`src/rtl/alu8_pkg.sv`:
```
package alu8_pkg;
  localparam int OP_W = 4;

  typedef enum logic [OP_W-1:0] {
    OP_PASSA = 4'd0,
    OP_PASSB = 4'd1,
    OP_ADD   = 4'd2,
    OP_SUB   = 4'd3,
    OP_AND   = 4'd4,
    OP_OR    = 4'd5,
    OP_XOR   = 4'd6,
    OP_LSL   = 4'd7,
    OP_LSR   = 4'd8,
    OP_ASL   = 4'd9,
    OP_ASR   = 4'd10,
    OP_RSL   = 4'd11,
    OP_RSR   = 4'd12
  } alu_op_e;

  typedef enum logic [1:0] {
    FILL_ZERO = 2'd0,
    FILL_SIGN = 2'd1,
    FILL_WRAP = 2'd2
  } fill_e;
endpackage

```
`src/rtl/alu8_barrel.sv`:
```
module alu8_barrel #(
  parameter int W = 8
) (
  input  logic            [W-1:0] data_i,
  input  logic            [W-1:0] amt_i,
  input  logic                    left_i,
  input  alu8_pkg::fill_e         fill_i,
  output logic            [W-1:0] data_o
);
  localparam int SH_W = $clog2(W);

  logic [W-1:0]            src;
  logic [W-1:0]            sat;
  logic [W-1:0]            fin;
  logic [SH_W:0][W-1:0]    stage;
  logic                    fill_bit;
  logic                    wrap;
  logic                    oversize;

  assign wrap     = (fill_i == alu8_pkg::FILL_WRAP);
  assign fill_bit = (fill_i == alu8_pkg::FILL_SIGN) ? data_i[W-1] : 1'b0;
  assign oversize = |amt_i[W-1:SH_W];

  // Left moves are performed as right moves on the bit-reversed word.
  for (genvar i = 0; i < W; i++) begin : g_rev_in
    assign src[i] = left_i ? data_i[W-1-i] : data_i[i];
  end

  assign stage[0] = src;

  for (genvar s = 0; s < SH_W; s++) begin : g_stage
    localparam int D = 1 << s;
    assign stage[s+1] = !amt_i[s] ? stage[s] :
                        wrap      ? {stage[s][D-1:0], stage[s][W-1:D]} :
                                    {{D{fill_bit}}, stage[s][W-1:D]};
  end

  assign sat = {W{fill_bit}};
  assign fin = (oversize && !wrap) ? sat : stage[SH_W];

  for (genvar i = 0; i < W; i++) begin : g_rev_out
    assign data_o[i] = left_i ? fin[W-1-i] : fin[i];
  end
endmodule

```
`src/rtl/alu8_logic.sv`:
```
module alu8_logic #(
  parameter int W = 8
) (
  input  alu8_pkg::alu_op_e         op_i,
  input  logic              [W-1:0] a_i,
  input  logic              [W-1:0] b_i,
  output logic              [W-1:0] res_o
);
  always_comb begin
    unique case (op_i)
      alu8_pkg::OP_PASSB: res_o = b_i;
      alu8_pkg::OP_ADD:   res_o = a_i + b_i;
      alu8_pkg::OP_SUB:   res_o = a_i - b_i;
      alu8_pkg::OP_AND:   res_o = a_i & b_i;
      alu8_pkg::OP_OR:    res_o = a_i | b_i;
      alu8_pkg::OP_XOR:   res_o = a_i ^ b_i;
      default:            res_o = a_i;
    endcase
  end
endmodule

```
`src/rtl/alu8_flags.sv`:
```
module alu8_flags #(
  parameter int W = 8
) (
  input  logic [W-1:0] res_i,
  output logic         zero_o,
  output logic         neg_o
);
  assign zero_o = (res_i == '0);
  assign neg_o  = res_i[W-1];
endmodule

```
`src/rtl/alu8_core.sv`:
```
module alu8_core #(
  parameter int DATA_W = 8
) (
  input  logic                       clk,
  input  logic                       rst,
  input  logic [alu8_pkg::OP_W-1:0]  op_i,
  input  logic [DATA_W-1:0]          a_i,
  input  logic [DATA_W-1:0]          b_i,
  output logic [DATA_W-1:0]          res_o,
  output logic                       zero_o,
  output logic                       neg_o
);
  import alu8_pkg::*;

  alu_op_e           op;
  fill_e             fill;
  logic              is_shift;
  logic              go_left;
  logic [DATA_W-1:0] lu_res;
  logic [DATA_W-1:0] sh_res;
  logic [DATA_W-1:0] nxt_res;
  logic              nxt_zero;
  logic              nxt_neg;

  assign op = alu_op_e'(op_i);

  always_comb begin
    is_shift = 1'b0;
    go_left  = 1'b0;
    fill     = FILL_ZERO;
    case (op)
      OP_LSL, OP_ASL: begin is_shift = 1'b1; go_left = 1'b1; end
      OP_LSR:         begin is_shift = 1'b1; end
      OP_ASR:         begin is_shift = 1'b1; fill = FILL_SIGN; end
      OP_RSL:         begin is_shift = 1'b1; go_left = 1'b1; fill = FILL_WRAP; end
      OP_RSR:         begin is_shift = 1'b1; fill = FILL_WRAP; end
      default:        ;
    endcase
  end

  alu8_logic #(.W(DATA_W)) logic_i (
    .op_i  (op),
    .a_i   (a_i),
    .b_i   (b_i),
    .res_o (lu_res)
  );

  alu8_barrel #(.W(DATA_W)) barrel_i (
    .data_i (a_i),
    .amt_i  (b_i),
    .left_i (go_left),
    .fill_i (fill),
    .data_o (sh_res)
  );

  assign nxt_res = is_shift ? sh_res : lu_res;

  alu8_flags #(.W(DATA_W)) flags_i (
    .res_i  (nxt_res),
    .zero_o (nxt_zero),
    .neg_o  (nxt_neg)
  );

  always_ff @(posedge clk) begin
    if (rst) begin
      res_o  <= '0;
      zero_o <= 1'b1;
      neg_o  <= 1'b0;
    end else begin
      res_o  <= nxt_res;
      zero_o <= nxt_zero;
      neg_o  <= nxt_neg;
    end
  end
endmodule

```
`config.mk`:
```
export PLATFORM = sky130hd
export DESIGN_NAME = alu8_core
export DESIGN_NICKNAME = d
export VERILOG_FILES = /design/src/rtl/alu8_pkg.sv /design/src/rtl/alu8_barrel.sv /design/src/rtl/alu8_logic.sv /design/src/rtl/alu8_flags.sv /design/src/rtl/alu8_core.sv
export SDC_FILE = /design/constraint.sdc
export NUM_CORES = 1
export LEC_CHECK = 0
export ABC_AREA = 0
export BUFFER_PORTS_ARGS = -buffer_cell sky130_fd_sc_hd__buf_4
export CORE_MARGIN = 3
export CORE_UTILIZATION = 38
export CTS_CLUSTER_DIAMETER = 30
export DETAILED_ROUTE_END_ITERATION = 12
export GPL_ROUTABILITY_DRIVEN = 0
export PLACE_DENSITY = 0.66
export SLEW_MARGIN = 0
export SYNTH_ARGS = -nofsm -noshare
export SYNTH_HDL_FRONTEND = slang
export SYNTH_SLANG_ARGS = --single-unit
```
`constraint.sdc`:
```
create_clock -name clk -period 3.38 [get_ports clk]
set_input_delay 0.169 -clock clk [delete_from_list [all_inputs] [get_ports clk]]
set_output_delay 0.169 -clock clk [all_outputs]
set_load 0.03 [all_outputs]
```
# Word level (Yosys, flattened, before mapping)
# Cells that the tools add are included.
[word_totals] regBits=10 input_bits=22 output_inout_bits=10 elab_cells=58
[op_classes] addsub=2 eq_ne=14 muxes=29 n_bitwise=3 n_reduce_logical=7
[op_table] cell="two-way mux 8 bit" n=8
[op_table] cell="one-hot mux 8 bit (6 select lines)" n=1
[op_table] cell="== test 4 bit (second input constant)" n=5
[op_table] cell="two-way mux 1 bit" n=19
[op_table] cell="== test 4 x 3 -> 1 bit (second input constant)" n=4
[op_table] cell="adder 8 bit" n=1
[op_table] cell="bitwise AND 8 bit" n=1
[op_table] cell="== test 4 x 2 -> 1 bit (second input constant)" n=2
[op_table] cell="zero test 8 bit" n=1
[op_table] cell="OR 8 bit" n=1
[op_table] cell="subtractor 8 bit" n=1
[op_table] cell="XOR 8 bit" n=1
[op_table] cell="OR reduction 6 bit" n=1
[op_table] cell="OR reduction 5 bit" n=1
[op_table] cell="== test 4 x 1 -> 1 bit (second input constant)" n=1
[op_table] cell="one-hot mux 2 bit (2 select lines)" n=1
[op_table] cell="OR reduction 3 bit" n=1
[op_table] cell="== test 2 x 1 -> 1 bit (second input constant)" n=1
[op_table] cell="== test 2 bit (second input constant)" n=1
[op_table] cell="OR reduction 2 bit" n=1
[op_table] cell="logical AND 1 bit" n=1
[op_table] cell="zero test 1 bit" n=1

# Longest topological paths before layout
# Gate-level depths: netlist of run 1.
[logic_depth] ltp_word=15 depth_mapped=15 ltp_nobuf=13

# Modules after synthesis
# A second synthesis of run 1 with hierarchy kept.
[hier_totals] cells_unflattened=328 hier_area_um2=2583.7
[modules_own_cells] module="alu8_logic" instances=1 cells_per_inst=169 area_each_um2=1163.6 seq_area_each_um2=0.0
[modules_own_cells] module="alu8_barrel" instances=1 cells_per_inst=98 area_each_um2=805.8 seq_area_each_um2=0.0
[modules_own_cells] module="alu8_core" instances=1 cells_per_inst=57 area_each_um2=588.1 seq_area_each_um2=200.2
[modules_own_cells] module="alu8_flags" instances=1 cells_per_inst=4 area_each_um2=26.3 seq_area_each_um2=0.0

# Worst setup path before layout of run 1
# Ideal clock, no wire load.
[synth_path] path_kind="input to register" start="input op_i[2] in the netlist's numbering" end="register zero_o" setup_ps=96 arrival_time_ps=3033 required_time_ps=3284 setup_slack_ps=251 path_stages=15 path_buffers=2 cell_sequence="buf_6 -> nor3b_2 -> and2_0 -> clkbuf_1 -> mux2_2 -> inv_1 -> ha_1 -> nor2b_1 -> o21a_1 -> o31a_1 -> or3_1 -> a31oi_1 -> o22a_1 -> nand4_1 -> o41ai_2"
[synth_via] elab_chain_cells=15 elab_cells_between_ends=49 cone_classes="eq/ne: 14; mux: 29; reduce/logical: 6"
[synth_lines] item="start, declared" line_no="alu8_core.sv:6" rtl="input logic [alu8_pkg::OP_W-1:0] op_i,"
[synth_lines] item="== test 4 bit" line_no="alu8_core.sv:31" rtl="case (op)"
[synth_lines] item="OR reduction 2 bit (no line)"
[synth_lines] item="one-hot mux 2 bit (2 select lines)" line_no="alu8_core.sv:31"
[synth_lines] item="== test 2 x 1 -> 1 bit" line_no="alu8_barrel.sv:21" rtl="assign fill_bit = (fill_i == alu8_pkg::FILL_SIGN) ? data_i[W-1] : 1'b0;"
[synth_lines] item="two-way mux 1 bit" line_no="alu8_barrel.sv:21"
[synth_lines] item="two-way mux 8 bit" line_no="alu8_barrel.sv:34" rtl="wrap ? {stage[s][D-1:0], stage[s][W-1:D]} :"
[synth_lines] item="two-way mux 8 bit" line_no="alu8_barrel.sv:33" rtl="assign stage[s+1] = !amt_i[s] ? stage[s] :"
[synth_lines] item="two-way mux 8 bit" line_no="alu8_barrel.sv:34"
[synth_lines] item="two-way mux 8 bit" line_no="alu8_barrel.sv:33"
[synth_lines] item="two-way mux 8 bit" line_no="alu8_barrel.sv:34"
[synth_lines] item="two-way mux 8 bit" line_no="alu8_barrel.sv:33"
[synth_lines] item="two-way mux 8 bit" line_no="alu8_barrel.sv:39" rtl="assign fin = (oversize && !wrap) ? sat : stage[SH_W];"
[synth_lines] item="two-way mux 1 bit" line_no="alu8_barrel.sv:42" rtl="assign data_o[i] = left_i ? fin[W-1-i] : fin[i];"
[synth_lines] item="two-way mux 8 bit (*)" line_no="alu8_core.sv:56" rtl="assign nxt_res = is_shift ? sh_res : lu_res;"
[synth_lines] item="zero test 8 bit (*)" line_no="alu8_flags.sv:8" rtl="assign zero_o = (res_i == '0);"
[synth_lines] item="end signal, assigned" line_no="alu8_core.sv:71" rtl="zero_o <= nxt_zero;"
[synth_lines] item="end, declared" line_no="alu8_core.sv:10" rtl="output logic zero_o,"
# Every way passes the cells marked *; elsewhere a longest branch is shown, timed or not.
# A chain may end at the register's enable or synchronous reset.

# Final worst setup path of run 1
[layout_path] start="input b_i[0]" end="register zero_o"
[layout_via] elab_chain_cells=9 elab_cells_between_ends=22 cone_classes="add/sub: 2; mux: 16; bitwise: 3; reduce/logical: 1"
[layout_lines] item="start, declared" line_no="alu8_core.sv:8" rtl="input logic [DATA_W-1:0] b_i,"
[layout_lines] item="branches (longest 7 deep; another with subtractor 8 bit)"
[layout_lines] item="two-way mux 8 bit (*)" line_no="alu8_core.sv:56"
[layout_lines] item="zero test 8 bit (*)" line_no="alu8_flags.sv:8"
# Mark *: on every way between the ends.

==> flow_summary.yaml, run 1 <==
outcome:
  outcome: "complete, no violations"
synthesis:
  synthCells: 354
  synth-edff-count: 0
  synth_top_flop_cell: "dfxtp_1"
  yosysWarnings: 0
  yosys_register_bits: 9
  synth_top_family_by_area: "compound AO/OA/AOI/OAI gates"
  synth_adder_area_share: 0.129
  synth-xor-area-share: 0.0318
  synth.cell_area_mm2: 0.00248
  synthDistinctLibCells: 76
  ys_seq_area_frac: 0.0728
  async_reset_ff_frac: 0
  synth_nets: 401
  synthMuxAreaShare: 0.00859
  synth.avg_cell_area_um2: 6.99
  synthSimpleGateAreaFrac: 0.268
  synth_compound_area_frac: 0.393
placement:
  io_buffers: 31
  hpwlAfterDp_mm: 5.74
  pre_cts_ws_ns: 0.238
final_layout:
  final_cell_mix: "buf_4 (38), o21ai_0 (37), nor2_1 (31)"
  area_growth_pct: 11.0
  final_common_cell: "buf_4"
  num_antenna_cells: 0
  drive_gt1_frac: 0.163
  fill_cells: 624
  nNetsFinal: 417
  multi_input_area_mm2: 0.00206
  seq_area_um2: 180
timing:
  tightestPinTransition_ns: 0.914
  fmax_mhz: 341
  relSlewSlack: 0.391
  hold_viol_final: 0
  fin_crit_sh: 0.867
  setup_ws_ns: 0.450
  rsz0062_at_grt: "false"
  tns_ns: 0
  layout_min_cycle_time_ns: 2.93
  hold_ws_ns: 0.156
  setup_viol: 0
  slew_violations: 0
route:
  wl_per_cell_um: 16.9
  drc_errors: 0
  drtPass1Iterations: 5
  vias: 2817
  wirelength_mm: 7.49
  viasPerCell: 6.34
  drt-initial-drc-count: 238
  ant_nets: 0
clock_network:
  clkSinkCount: 9
  cts_resized: 0
  cts_tree: "yes"
  clk_path_buf_depth: 2
  h-tree-depth: 1
  cts_setup_buffers: 0
  root_buffer: "clkbuf_8"
  clkTransAtPathRegs_ns: 0.04
  cts_made_buffers: 3
  ctsHoldBuffers: 0
power:
  ir_worst_vdd_mv: 0.232
  leakage_uw: 0.00114
  p_per_area_mw_per_mm2: 229
die:
  die_h_um: 86.7
  ioPinCount: 32
  die_area_mm2: 0.00752
  placementRows: 28
  core_area_mm2: 0.00613
  fp.dieW_um: 86.7
  start_util: 0.404
min_path:
  hp-start: "rst"
  min_to: "res_o[1]$_SDFF_PP0_"
  hold_depth: 2
  hp-class: "input port to flop"
global_route:
  grt_pass1_vias: 2609
  grt_max_degree: 29
  grt_pass1_wl_mm: 12.8
  antenna_found_initial: 0
  grt_use_total: 0.205
  overflow: 0
critical_path:
  cp-end-kind: "flop"
  required_ns: 3.51
  worstPathCellList: "buf_4 > inv_1 > ha_1 > mux2_2 > inv_1 > ha_1 > nor2b_1 > o21a_1 > nor2_1 > xnor2_1 > a221oi_1 > a311oi_1 > a211o_1 > o41ai_2"
  cp_max_fo: 24
  slowest_stage: "a221oi_1"
  cp.arrival_ns: 3.06
  startpoint_type: "input port"
  slowest_delay_ns: 0.38
  crit_type: "input port to flop"
job:
  max-cap-violations: 0
metrics by stage:
| step | util | total power [uW] | cell area [um^2] | instances |
|---|---|---|---|---|
| CTS | 0.448 | 627 | 2750 | 444 |
| finish | 0.448 | 630 | 2750 | 444 |
| detailed placement | 0.441 | 503 | 2700 | 440 |
| global route | 0.448 | 685 | 2750 | 444 |
| global placement | 0.441 | 500 | 2700 | 440 |
| floorplan | - | 398 | 2480 | 354 |
state kept, by name, summed over array words and instances (netlist names):
register  count
res_o         8
zero_o        1
kinds of logic after synthesis:
logic type / after synthesis
buffers and inverters: 50
and+or+nand+nor: 120
xor gates and xnor gates: 9
DFF: 9
adders and majority gates: 25
muxes: 2
AOI/OAI and AO/OA: 139
worst max-delay path by stage:
stage,start,endpoint
final,b_i[0],zero_o$_SDFF_PP1_
after global placement,b_i[0],zero_o$_SDFF_PP1_
after floorplan,op_i[2],zero_o$_SDFF_PP1_
after detailed placement,b_i[0],zero_o$_SDFF_PP1_
after CTS,b_i[0],zero_o$_SDFF_PP1_
after global routing,b_i[0],zero_o$_SDFF_PP1_
critical path, delay by kind of cell:
family | cells | cell delay, ns
buffers and inverters | 3 | 0.41
adder cells (fa/ha/maj) | 2 | 0.51
multiplexers | 1 | 0.28
AND/OR/NAND/NOR | 2 | 0.25
XOR/XNOR | 1 | 0.08
AO/OA/AOI/OAI | 5 | 1.35
layer usage:
| metal | share of wire | vias up | global-route usage |
|---|---|---|---|
| li1 | - | 1352 | - |
| met1 | 0.44 | 1315 | 0.286 |
| met2 | 0.46 | 136 | 0.334 |
| met3 | 0.089 | 14 | 0.0295 |
| met4 | 0.014 | 0 | 0.0425 |
| met5 | 0 | - | 0 |
power breakdown:
group          leakage (uW)  internal, uW  switching (uW)
Clock             0.0000228          81.9            39.6
Sequential        0.0000747           117            2.79
Combinational       0.00104           156             233
Total               0.00114           354             276
Yosys cell counts (3+ instances only):
cell type,number,area share
o21ai_0,37,0.075
nor2_1,31,0.047
nand2_1,28,0.042
ha_1,24,0.12
a21oi_1,22,0.044
inv_1,22,0.033
clkbuf_1,12,0.018
a211o_1,9,0.032
a211oi_1,9,0.027
dfxtp_1,9,0.073
o211ai_1,8,0.024
xnor2_1,8,0.028
nand2b_1,7,0.018
nand3_1,7,0.014
nor2b_1,7,0.018
a31oi_1,6,0.015
and2_1,6,0.015
buf_4,6,0.018
nor3_1,6,0.012
a22oi_1,5,0.015
buf_2,5,0.010
o22ai_1,5,0.013
o21a_1,4,0.012
a32oi_1,3,0.011
buf_6,3,0.014
o221ai_1,3,0.011
cell type report:
| class | instances | share of cell area |
|---|---|---|
| clock buffers | 4 | 0.0164 |
| inverters | 23 | 0.0314 |
| multi-input cells | 295 | 0.749 |
| flip-flops and latches | 9 | 0.0656 |
| well taps | 75 | 0.0342 |
| repair buffers | 38 | 0.104 |
No activity file was read; power rests on OpenSTA's default activity.
==> inputs of run 2 (changes only) <==
CTS_BUF_LIST = sky130_fd_sc_hd__clkbuf_8   (was unset)
==> flow_summary.yaml, run 2 (same netlist as run 1, synthesis figures left out) <==
timing:
  tns_ns: 0
  setup_viol: 0
  tightestPinTransition_ns: 0.926
  fmax_mhz: 341
  hold_viol_final: 0
  slew_violations: 0
  setup_ws_ns: 0.451
  layout_min_cycle_time_ns: 2.93
  rsz0062_at_grt: "false"
  fin_crit_sh: 0.867
  relSlewSlack: 0.383
final_layout:
  postLayoutCoreUtil: 0.448
  num_antenna_cells: 0
  top_register: "res_o"
  multi_input_area_mm2: 0.00206
  drive_gt1_frac: 0.163
  nNetsFinal: 417
  area_growth_pct: 11.0
  largest_reg_flops: 8
  reg_top3: "res_o: 8 flops, zero_o: 1 flops"
  final_common_cell: "buf_4"
  final_cell_mix: "buf_4 (38), o21ai_0 (37), nor2_1 (31)"
  seq_area_um2: 180
  fill_cells: 624
  fin_area_mm2: 0.00275
power:
  clkPwrFrac: 0.189
  ir_worst_vdd_mv: 0.232
  p_int_uw: 351
  power_frac_seq: 0.190
  sw_frac_of_total: 0.440
  p_per_area_mw_per_mm2: 228
  switchingPower_uw: 276
  combPwrFrac: 0.620
  leakage_uw: 0.00114
clock_network:
  h-tree-depth: 1
  cts_setup_buffers: 0
  cts_resized: 0
  clkSinkCount: 9
  clkTransAtPathRegs_ns: 0.04
  cts_made_buffers: 3
  root_buffer: "clkbuf_8"
  cts_tree: "yes"
  clk_path_buf_depth: 2
  ctsHoldBuffers: 0
critical_path:
  cp.arrival_ns: 3.06
  cp_max_fo: 24
  crit_type: "input port to flop"
  cp-end-kind: "flop"
  required_ns: 3.51
  startpoint_type: "input port"
global_route:
  grt_use_total: 0.205
  grt_pass1_vias: 2609
  overflow: 0
  grt_max_degree: 29
  antenna_found_initial: 0
  grt_pass1_wl_mm: 12.8
route:
  viasPerCell: 6.35
  wl_per_cell_um: 16.9
  met1Wirelength_mm: 3.27
  drc_errors: 0
  wirelength_mm: 7.49
  drt-initial-drc-count: 238
  dr.max_layer_used: "met4"
  wl_met2_mm: 3.45
  wl_met3_um: 664
  vias: 2821
  drtPass1Iterations: 5
  ant_nets: 0
die:
  die_h_um: 86.7
  start_util: 0.404
  die_area_mm2: 0.00752
  ioPinCount: 32
  core_area_mm2: 0.00613
  fp.dieW_um: 86.7
  placementRows: 28
outcome:
  outcome: "complete, no violations"
placement:
  io_buffers: 31
  hpwlAfterDp_mm: 5.74
  pre_cts_ws_ns: 0.238
  placed_area_mm2: 0.00270
min_path:
  hp-class: "input port to flop"
job:
  max-cap-violations: 0
## run 2: stage by stage
step | power, uW | hold slack [ns] | std cells
after floorplan | 398 | 0.238 | 354
after detailed placement | 503 | 0.400 | 440
after global routing | 682 | 0.156 | 444
after global placement | 500 | 0.402 | 440
after CTS | 624 | 0.157 | 444
final | 627 | 0.156 | 444
## run 2: layer usage
metal | GRT usage | vias to the layer above
met5 | 0 | -
met1 | 0.286 | 1315
li1 | - | 1352
met2 | 0.334 | 140
met3 | 0.0295 | 14
met4 | 0.0425 | 0
## run 2: final cells by class
cell class | count | area share
timing repair buffer | 38 | 0.104
clock inverter | 1 | 0.00137
clock buffer | 3 | 0.0150
multi-input combinational | 295 | 0.749
tap | 75 | 0.0342
sequential | 9 | 0.0656
inverter | 23 | 0.0314
## run 2: final timing paths
path               start                   to  slack [ns]  cells past startpoint
setup / recovery  b_i[0]    zero_o$_SDFF_PP1_        0.45                     14
hold / removal       rst  res_o[1]$_SDFF_PP0_        0.16                      2
## run 2: power groups by stage
stage	Clock [uW]	Combinational, uW	Sequential (uW)
after global routing	131	430	120
final	119	389	119
after CTS	122	383	120
after global placement	0	378	121
after floorplan	0	257	141
after detailed placement	0	381	121
## run 2: worst max-delay path, stage by stage
cell      delay (ns)
buf_4           0.21
inv_1           0.14
ha_1            0.30
mux2_2          0.28
inv_1           0.06
ha_1            0.21
nor2b_1         0.13
o21a_1          0.19
nor2_1          0.12
xnor2_1         0.08
a221oi_1        0.38
a311oi_1        0.13
a211o_1         0.32
o41ai_2         0.33
